--- src/rtl/cmd_intake.sv ---
module cmd_intake #(
  parameter int DW = 8,
  parameter int CW = 4
) (
  input  logic          clk,
  input  logic          rst_n,
  input  logic          host_wr,
  input  logic [DW-1:0] host_data,
  input  logic          hold_wr,
  input  logic          hold_val,
  input  logic          pulse_rst,
  input  logic          exec_done,
  output logic          rqm,
  output logic          dio,
  output logic          core_reset,
  output logic          hold_bit,
  output logic          fifo_en,
  output logic          invalid_cmd,
  output logic [DW-1:0] cmd_opcode,
  output logic [CW-1:0] param_cnt
);
  localparam int OPW = 5;

  typedef enum logic [1:0] {S_CMD, S_PROC, S_EXEC} st_t;

  st_t           st;
  logic          pulse_q, first_q;
  logic [CW-1:0] left_q;
  logic [CW:0]   dec;
  logic          acc;

  function automatic logic [CW:0] lookup(input logic [OPW-1:0] op);
    case (op)
      5'h03:   return {1'b1, CW'(2)};
      5'h04:   return {1'b1, CW'(1)};
      5'h05:   return {1'b1, CW'(8)};
      5'h06:   return {1'b1, CW'(8)};
      5'h07:   return {1'b1, CW'(1)};
      5'h08:   return {1'b1, CW'(0)};
      5'h0A:   return {1'b1, CW'(1)};
      5'h0F:   return {1'b1, CW'(2)};
      5'h13:   return {1'b1, CW'(3)};
      default: return '0;
    endcase
  endfunction

  assign core_reset = hold_bit | pulse_q;
  assign rqm        = (st == S_CMD)  & ~core_reset;
  assign dio        = (st == S_EXEC) & ~core_reset;
  assign fifo_en    = dio & ~invalid_cmd;
  assign acc        = host_wr & rqm & ~dio;
  assign dec        = lookup(host_data[OPW-1:0]);

  always_ff @(posedge clk or negedge rst_n)
    if (!rst_n)       hold_bit <= 1'b1;
    else if (hold_wr) hold_bit <= hold_val;

  always_ff @(posedge clk or negedge rst_n)
    if (!rst_n) pulse_q <= 1'b0;
    else        pulse_q <= pulse_rst;

  always_ff @(posedge clk or negedge rst_n) begin
    if (!rst_n) begin
      st          <= S_CMD;
      first_q     <= 1'b1;
      left_q      <= '0;
      invalid_cmd <= 1'b0;
      cmd_opcode  <= '0;
      param_cnt   <= '0;
    end else if (core_reset) begin
      st          <= S_CMD;
      first_q     <= 1'b1;
      left_q      <= '0;
      invalid_cmd <= 1'b0;
      param_cnt   <= '0;
    end else begin
      case (st)
        S_CMD: if (acc) begin
          st <= S_PROC;
          if (first_q) begin
            first_q     <= 1'b0;
            cmd_opcode  <= host_data;
            param_cnt   <= '0;
            invalid_cmd <= ~dec[CW];
            left_q      <= dec[CW] ? dec[CW-1:0] : '0;
          end else begin
            left_q    <= left_q - 1'b1;
            param_cnt <= param_cnt + 1'b1;
          end
        end
        S_PROC: begin
          if (invalid_cmd || left_q == '0) begin
            st      <= S_EXEC;
            first_q <= 1'b1;
          end else begin
            st <= S_CMD;
          end
        end
        S_EXEC: if (exec_done) begin
          st          <= S_CMD;
          invalid_cmd <= 1'b0;
        end
        default: st <= S_CMD;
      endcase
    end
  end
endmodule


--- config.mk ---
export PLATFORM = sky130hd
export DESIGN_NAME = cmd_intake
export DESIGN_NICKNAME = d
export VERILOG_FILES = /design/src/rtl/cmd_intake.sv
export SDC_FILE = /design/constraint.sdc
export NUM_CORES = 1
export LEC_CHECK = 0
export CAP_MARGIN = 10
export CORE_ASPECT_RATIO = 1.4
export CORE_UTILIZATION = 47
export CTS_CLUSTER_DIAMETER = 200
export DETAILED_ROUTE_END_ITERATION = 16
export PLACE_DENSITY = 0.78
export SYNTH_ARGS = -nofsm -noshare
export SYNTH_HDL_FRONTEND = slang
export SYNTH_SLANG_ARGS = --single-unit
--- constraint.sdc ---
create_clock -name clk -period 1.82 [get_ports clk]
set_clock_uncertainty 0.15 [all_clocks]
set_input_delay 0.364 -clock clk [delete_from_list [all_inputs] [get_ports clk]]
set_output_delay 0.364 -clock clk [all_outputs]
set_load 0.02 [all_outputs]
==> results of run 1 <==
report_power, final:
part	internal, µW	leakage (µW)	total [µW]	switching [µW]
Clock	122	0.0000210	269	147
Sequential	557	0.000279	604	47.7
Combinational	241	0.000549	447	207
Total	919	0.000848	1320	401
metrics by stage:
stage | cells | util
floorplan | 110 | -
global placement | 187 | 0.695
detailed placement | 187 | 0.695
CTS | 191 | 0.698
global route | 191 | 0.710
finish | 191 | 0.710
worst reg2reg max path: cells and delay by family (launching register included):
kind | cells | cell delay [ps]
simple gates | 3 | 630
flops | 1 | 450
buf+inv | 2 | 340
compound gates | 1 | 60
Yosys cell counts, types with 2 or more instances:
cell / instances
nand3b_1: 2
nor2_1: 7
nor3_1: 6
nor2b_1: 3
o21ai_0: 4
dfrtp_1: 20
ha_1: 5
a31oi_1: 2
clkbuf_1: 2
dfstp_2: 2
a21o_1: 2
nand2_1: 4
o21ai_1: 2
o22ai_1: 2
mux2_4: 8
or3_1: 2
nand3_1: 2
inv_1: 5
nand2b_1: 5
a21oi_1: 7
flip-flops by register name, summed over array words and instances, names as in the netlist:
register	count
left_q	4
cmd_opcode	8
param_cnt	4
first_q	1
st	2
hold_bit	1
invalid_cmd	1
pulse_q	1
logic make-up after synthesis:
logic type / Yosys count / synth area share
AO/OA/AOI/OAI: 25 / 0.128
adder cells (fa/ha/maj): 5 / 0.0514
buffers and inverters: 9 / 0.0309
flip-flops: 22 / 0.455
multiplexers: 9 / 0.108
AND/OR/NAND/NOR: 40 / 0.227
how the worst min path moves through the flow:
stage | end | slack (ps) | cells past startpoint | startpoint
global placement | cmd_opcode[2]$_DFFE_PN0P_ | 350 | 1 | cmd_opcode[2]$_DFFE_PN0P_
global route | left_q[2]$_DFFE_PN0P_ | 260 | 2 | rst_n
finish | left_q[2]$_DFFE_PN0P_ | 240 | 2 | rst_n
CTS | left_q[2]$_DFFE_PN0P_ | 240 | 2 | rst_n
detailed placement | cmd_opcode[4]$_DFFE_PN0P_ | 340 | 1 | cmd_opcode[4]$_DFFE_PN0P_
floorplan | cmd_opcode[0]$_DFFE_PN0P_ | -80 | 0 | rst_n
repair_timing:
| action | 4_1_cts | 5_1_grt |
|---|---|---|
| gates cloned | 0 | 0 |
| pin swaps | 1 | 1 |
| setup endpoints to repair | 13 | 7 |
| gates resized for setup | 31 | 8 |
routing by layer:
layer,routed length (µm),part of all wire
met5,0,0
met4,97,0.037
met1,1060,0.41
met3,103,0.040
met2,1330,0.51
final cells by class:
| class | count | area (µm²) | area share |
|---|---|---|---|
| Multi-Input combinational cell | 79 | 649 | 0.379 |
| Clock buffer | 4 | 36.3 | 0.0212 |
| Timing Repair Buffer | 46 | 405 | 0.236 |
| Inverter | 6 | 27.5 | 0.0160 |
| Tap cell | 34 | 42.5 | 0.0248 |
| Sequential cell | 22 | 554 | 0.323 |
==> flow_metrics.tcl, run 1 <==
set metrics [dict create \
    status "complete, no violations" \
    critical_path_buf_inv_count 2 \
    final_cell_mix "dfrtp_1 (19), buf_4 (15), clkdlybuf4s50_1 (14)" \
    timing.rr.start "st[1]$_DFFE_PN0P_" \
    synth_top_cell_by_area "dfrtp_1" \
    fin_setup_tns_ps 0 \
    p_per_area_mw_per_mm2 770 \
    syn_nets 130 \
    grt_pass1_wl_um 4540 \
    cp_cell_sequence "nor2_8, inv_6, nor2_1, buf_2" \
    die_x_um 45.0 \
    pre_cts_ws_ps -153 \
    post_cts_buffers 0 \
    drv_cap 0 \
    cts_buffers 3 \
    fin_crit_sh 0.969 \
    remaining_drc_errors 0 \
    nFillCells 198 \
    hold_ws_ps 238 \
    place_congestion 0.820 \
    timing.hold.worst.class "primary input to asynchronous set/reset pin" \
    critPathSlowestCell "dfstp_2" \
    power_uw 1320 \
    end_kind "primary output" \
    clk_pin_slew_ps 120 \
    h-tree-depth 1 \
    syn2layout_area_growth_pct 41.0 \
    cp-start-kind "register" \
    numPortBuffers 32 \
    cp.required_ps 1310 \
    period_needed_ps 1760 \
    netlist.area_leader.share 0.412 \
    io_pins 33 \
    ant_nets 0 \
    synth_cells 110 \
    clk_latency_ps 310 \
    cts_buffer_depth 2 \
    core_area_mm2 0.00242 \
    crit_arrival_ps 1250 \
    crit_path_max_incr_delay_ps 600 \
    dp_hpwl_um 1930 \
    synthDistinctLibCells 38 \
    ys_ff_latch 22 \
    grt_max_degree 23 \
    finalHoldViolCount 0 \
    antenna_cells 0 \
    fmax_ghz 0.567 \
    routed_wl_um 2590 \
    slew_viol_final 0 \
    syn-cell-area_mm2 0.00122 \
    slew_headroom 0.810 \
    layout-drive-gt1-share 0.299 \
    met1_usage 0.262 \
    drt-initial-drc-count 11 \
    postCtsHoldBufs 0 \
    grtUsageMet3 0.0174 \
    static-leakage-power_uw 0.000848 \
    cp_num_cells 4 \
    cp_max_fo 7 \
    grt.total_usage 0.215 \
    worst_slew_pin_slew_ps 284 \
    cts.sink_count 22 \
    setup_viol 0 \
    async_flop_share 1.00 \
    dieArea_mm2 0.00280 \
    final_common_cell "dfrtp_1" \
    critPathCapture "dio" \
    rows 21 \
    nets 178 \
    clockRootBuffer "clkbuf_4" \
    r2r_cells 6 \
    yosys-top-cells-area "dfrtp_1 (41%), mux2_4 (9.9%), ha_1 (5.1%)" \
    startpoint "hold_bit$_DFFE_PN1P_" \
    die_y_um 62.2 \
    yosysWarnings 0 \
    fin_ws_ps 56.8 \
    reg2reg_to "param_cnt[0]$_DFFE_PN0P_" \
    avgViaCountPerCell 5.36 \
    path_delay_family "flip-flops" \
    drt-wirelength-per-cell_um 13.6 \
    rrSetupSlack_ps 140 \
    grt_pass1_vias 1076 \
    grt_overflow 0 \
    cts_tree "done" \
    synth_top_flop_cell "dfrtp_1" \
    irDropWorstVdd_v 0.000592 \
    synth_edf_count 0 \
    ys_seq_area_frac 0.455 \
    met2_usage 0.348 \
    antenna_found_initial 0 \
    vias 1024 \
    dpl-instance-area_mm2 0.00168 \
    dr.pass1.iters 4 \
    path_class "register to primary output" \
    synth.avg_cell_area_um2 11.1 \
    grt-busiest-layer "met2" \
    rsz0062_at_grt "no" \
    final_cell_area_mm2 0.00172 \
    start_util 0.503 \
]
Note: power is estimated with default switching activity, not from simulation.
==> run 2: changes to the inputs <==
Settings changed: CORE_ASPECT_RATIO 1.4 to 0.8.
==> run 2 against run 1 <==
Critical path type unchanged. Critical path depth stayed put. Fmax is 0.15% higher. Sequential cell count stayed put. Sequential power hardly changed. Clock power is 39% higher. Largest cell class unchanged. Utilization is 0.14 points higher. Power is 7.8% higher. The run now ends with DRC left. First-iteration DRC count grew to 2.8 times the previous value. Sequential share of layout area is 0.32 points lower.
==> flow_metrics.tcl, run 2 (synthesis gave the netlist of run 1 again) <==
set metrics [dict create \
    status "complete, but fails checks" \
    remaining_drc_errors 2 \
    rrSetupSlack_ps 100 \
    fmax_ghz 0.568 \
    p_clk_frac 0.262 \
    drt-wirelength-per-cell_um 13.6 \
    r2r_cells 5 \
    antenna_cells 0 \
    antenna_found_initial 0 \
    worst_slew_pin_slew_ps 267 \
    hold_ws_ps 220 \
    final_cell_area_mm2 0.00174 \
    clk_latency_ps 310 \
    rows 16 \
    io_pins 33 \
    reg_top3 "cmd_opcode: 8 flops, left_q: 4 flops, param_cnt: 4 flops" \
    irDropWorstVdd_v 0.000633 \
    end_kind "primary output" \
    final_util 0.711 \
    comb_power_share 0.315 \
    reg2reg_to "param_cnt[2]$_DFFE_PN0P_" \
    top_register "cmd_opcode" \
    critPathSlowestCell "dfrtp_2" \
    p_switching_uw 402 \
    place_inst 188 \
    pre_cts_ws_ps -170 \
    largest_reg_flops 8 \
    dp_hpwl_um 2000 \
    clockRootBuffer "clkbuf_4" \
    cts_buffers 3 \
    p_per_area_mw_per_mm2 820 \
    dpl-instance-area_mm2 0.00167 \
    final_common_cell "dfrtp_1" \
    static-leakage-power_uw 0.000866 \
    postCtsHoldBufs 0 \
    grt_max_degree 23 \
    period_needed_ps 1760 \
    h-tree-depth 1 \
    final_cell_mix "dfrtp_1 (18), buf_4 (16), clkdlybuf4s50_1 (14)" \
    dieArea_mm2 0.00280 \
    cts.sink_count 22 \
    slew_viol_final 0 \
    crit_arrival_ps 1250 \
    timing.rr.start "st[1]$_DFFE_PN0P_" \
    cp-start-kind "register" \
    cts_tree "done" \
    drv_cap 0 \
    startpoint "pulse_q$_DFF_PN0_" \
    grt.total_usage 0.205 \
    core_area_mm2 0.00244 \
    critPathCapture "fifo_en" \
    fin_ws_ps 59.4 \
    start_util 0.498 \
    cp.required_ps 1310 \
    clk_pin_slew_ps 120 \
    die_y_um 47.5 \
    seqPwrFrac 0.422 \
    nets 179 \
    path_class "register to primary output" \
    ant_nets 0 \
    fin_crit_sh 0.967 \
    vias 1003 \
    layout-drive-gt1-share 0.304 \
    p_sw_frac 0.282 \
    cts_buffer_depth 2 \
    grt_pass1_wl_um 4200 \
    rsz0062_at_grt "no" \
    die_x_um 58.9 \
    fin_cells 194 \
    slew_headroom 0.822 \
    drt-initial-drc-count 31 \
    setup_viol 0 \
    violations "DRC" \
    grt_pass1_vias 918 \
    timing.hold.worst.class "primary input to asynchronous set/reset pin" \
    dr.pass1.iters 12 \
    avgViaCountPerCell 5.17 \
    p_int_uw 1020 \
    numPortBuffers 32 \
    cp_max_fo 5 \
    finalHoldViolCount 0 \
    grt_overflow 0 \
    place_congestion 0.821 \
    nFillCells 187 \
    syn2layout_area_growth_pct 42.8 \
    routed_wl_um 2640 \
    cp_cell_sequence "nor2_8, inv_4, nor3_2, buf_4" \
    crit_path_max_incr_delay_ps 460 \
]
run 2: worst min-delay path by stage:
stage and endpoint:
3_5_place_dp cmd_opcode[6]$_DFFE_PN0P_, 3_3_place_gp cmd_opcode[4]$_DFFE_PN0P_, 2_1_floorplan cmd_opcode[0]$_DFFE_PN0P_, 5_1_grt left_q[3]$_DFFE_PN0P_, 6_report st[1]$_DFFE_PN0P_, 4_1_cts st[1]$_DFFE_PN0P_
run 2: worst max-delay path: cells and delay by family, from the launching register on:
| kind | cells | cell delay, ps |
|---|---|---|
| flip-flops | 1 | 460 |
| AND/OR/NAND/NOR | 2 | 260 |
| buffers and inverters | 2 | 220 |
run 2: repair_timing:
item | in CTS | in global routing
pin swaps | 0 | 1
setup buffers | 2 | 0
gates resized for setup | 28 | 10
setup endpoints to repair | 12 | 10
run 2: cell type report:
class	instances	area [µm²]	share of cell area
flip-flops and latches	22	556	0.320
clock buffers	3	22.5	0.0130
repair buffers	47	417	0.240
clock inverters	1	30.0	0.0173
inverters	6	25.0	0.0144
well taps	36	45.0	0.0259
multi-input cells	79	642	0.370
run 2: metrics by stage:
stage | power, µW | setup TNS [ps]
after floorplan | 859 | 0
after global placement | 1070 | -1200
after detailed placement | 1080 | -1720
after CTS | 1450 | -5.63
after global routing | 1490 | 0
final | 1420 | 0
run 2: power groups by stage:
| stage | combinational [µW] | clock (µW) | sequential, µW |
|---|---|---|---|
| finish | 449 | 373 | 601 |
| global route | 482 | 395 | 610 |
| CTS | 459 | 384 | 603 |
| detailed placement | 467 | 0 | 615 |
| global placement | 462 | 0 | 611 |
| floorplan | 180 | 0 | 679 |
run 2: layer usage:
| layer | vias up | global-route usage | wire length [µm] | share of wire |
|---|---|---|---|---|
| li1 | 489 | - | - | - |
| met1 | 480 | 0.285 | 1220 | 0.46 |
| met2 | 34 | 0.323 | 1280 | 0.48 |
| met3 | 0 | 0.0595 | 142 | 0.054 |
| met4 | 0 | 0.0429 | 0 | 0 |
| met5 | - | 0 | 0 | 0 |
==> run 3: changes to the inputs <==
Settings changed: CAP_MARGIN 10 to unset, GPL_TIMING_DRIVEN set to 1.
==> results of run 3 <==
The final DEF is identical to that of run 2; final timing and power are the same.
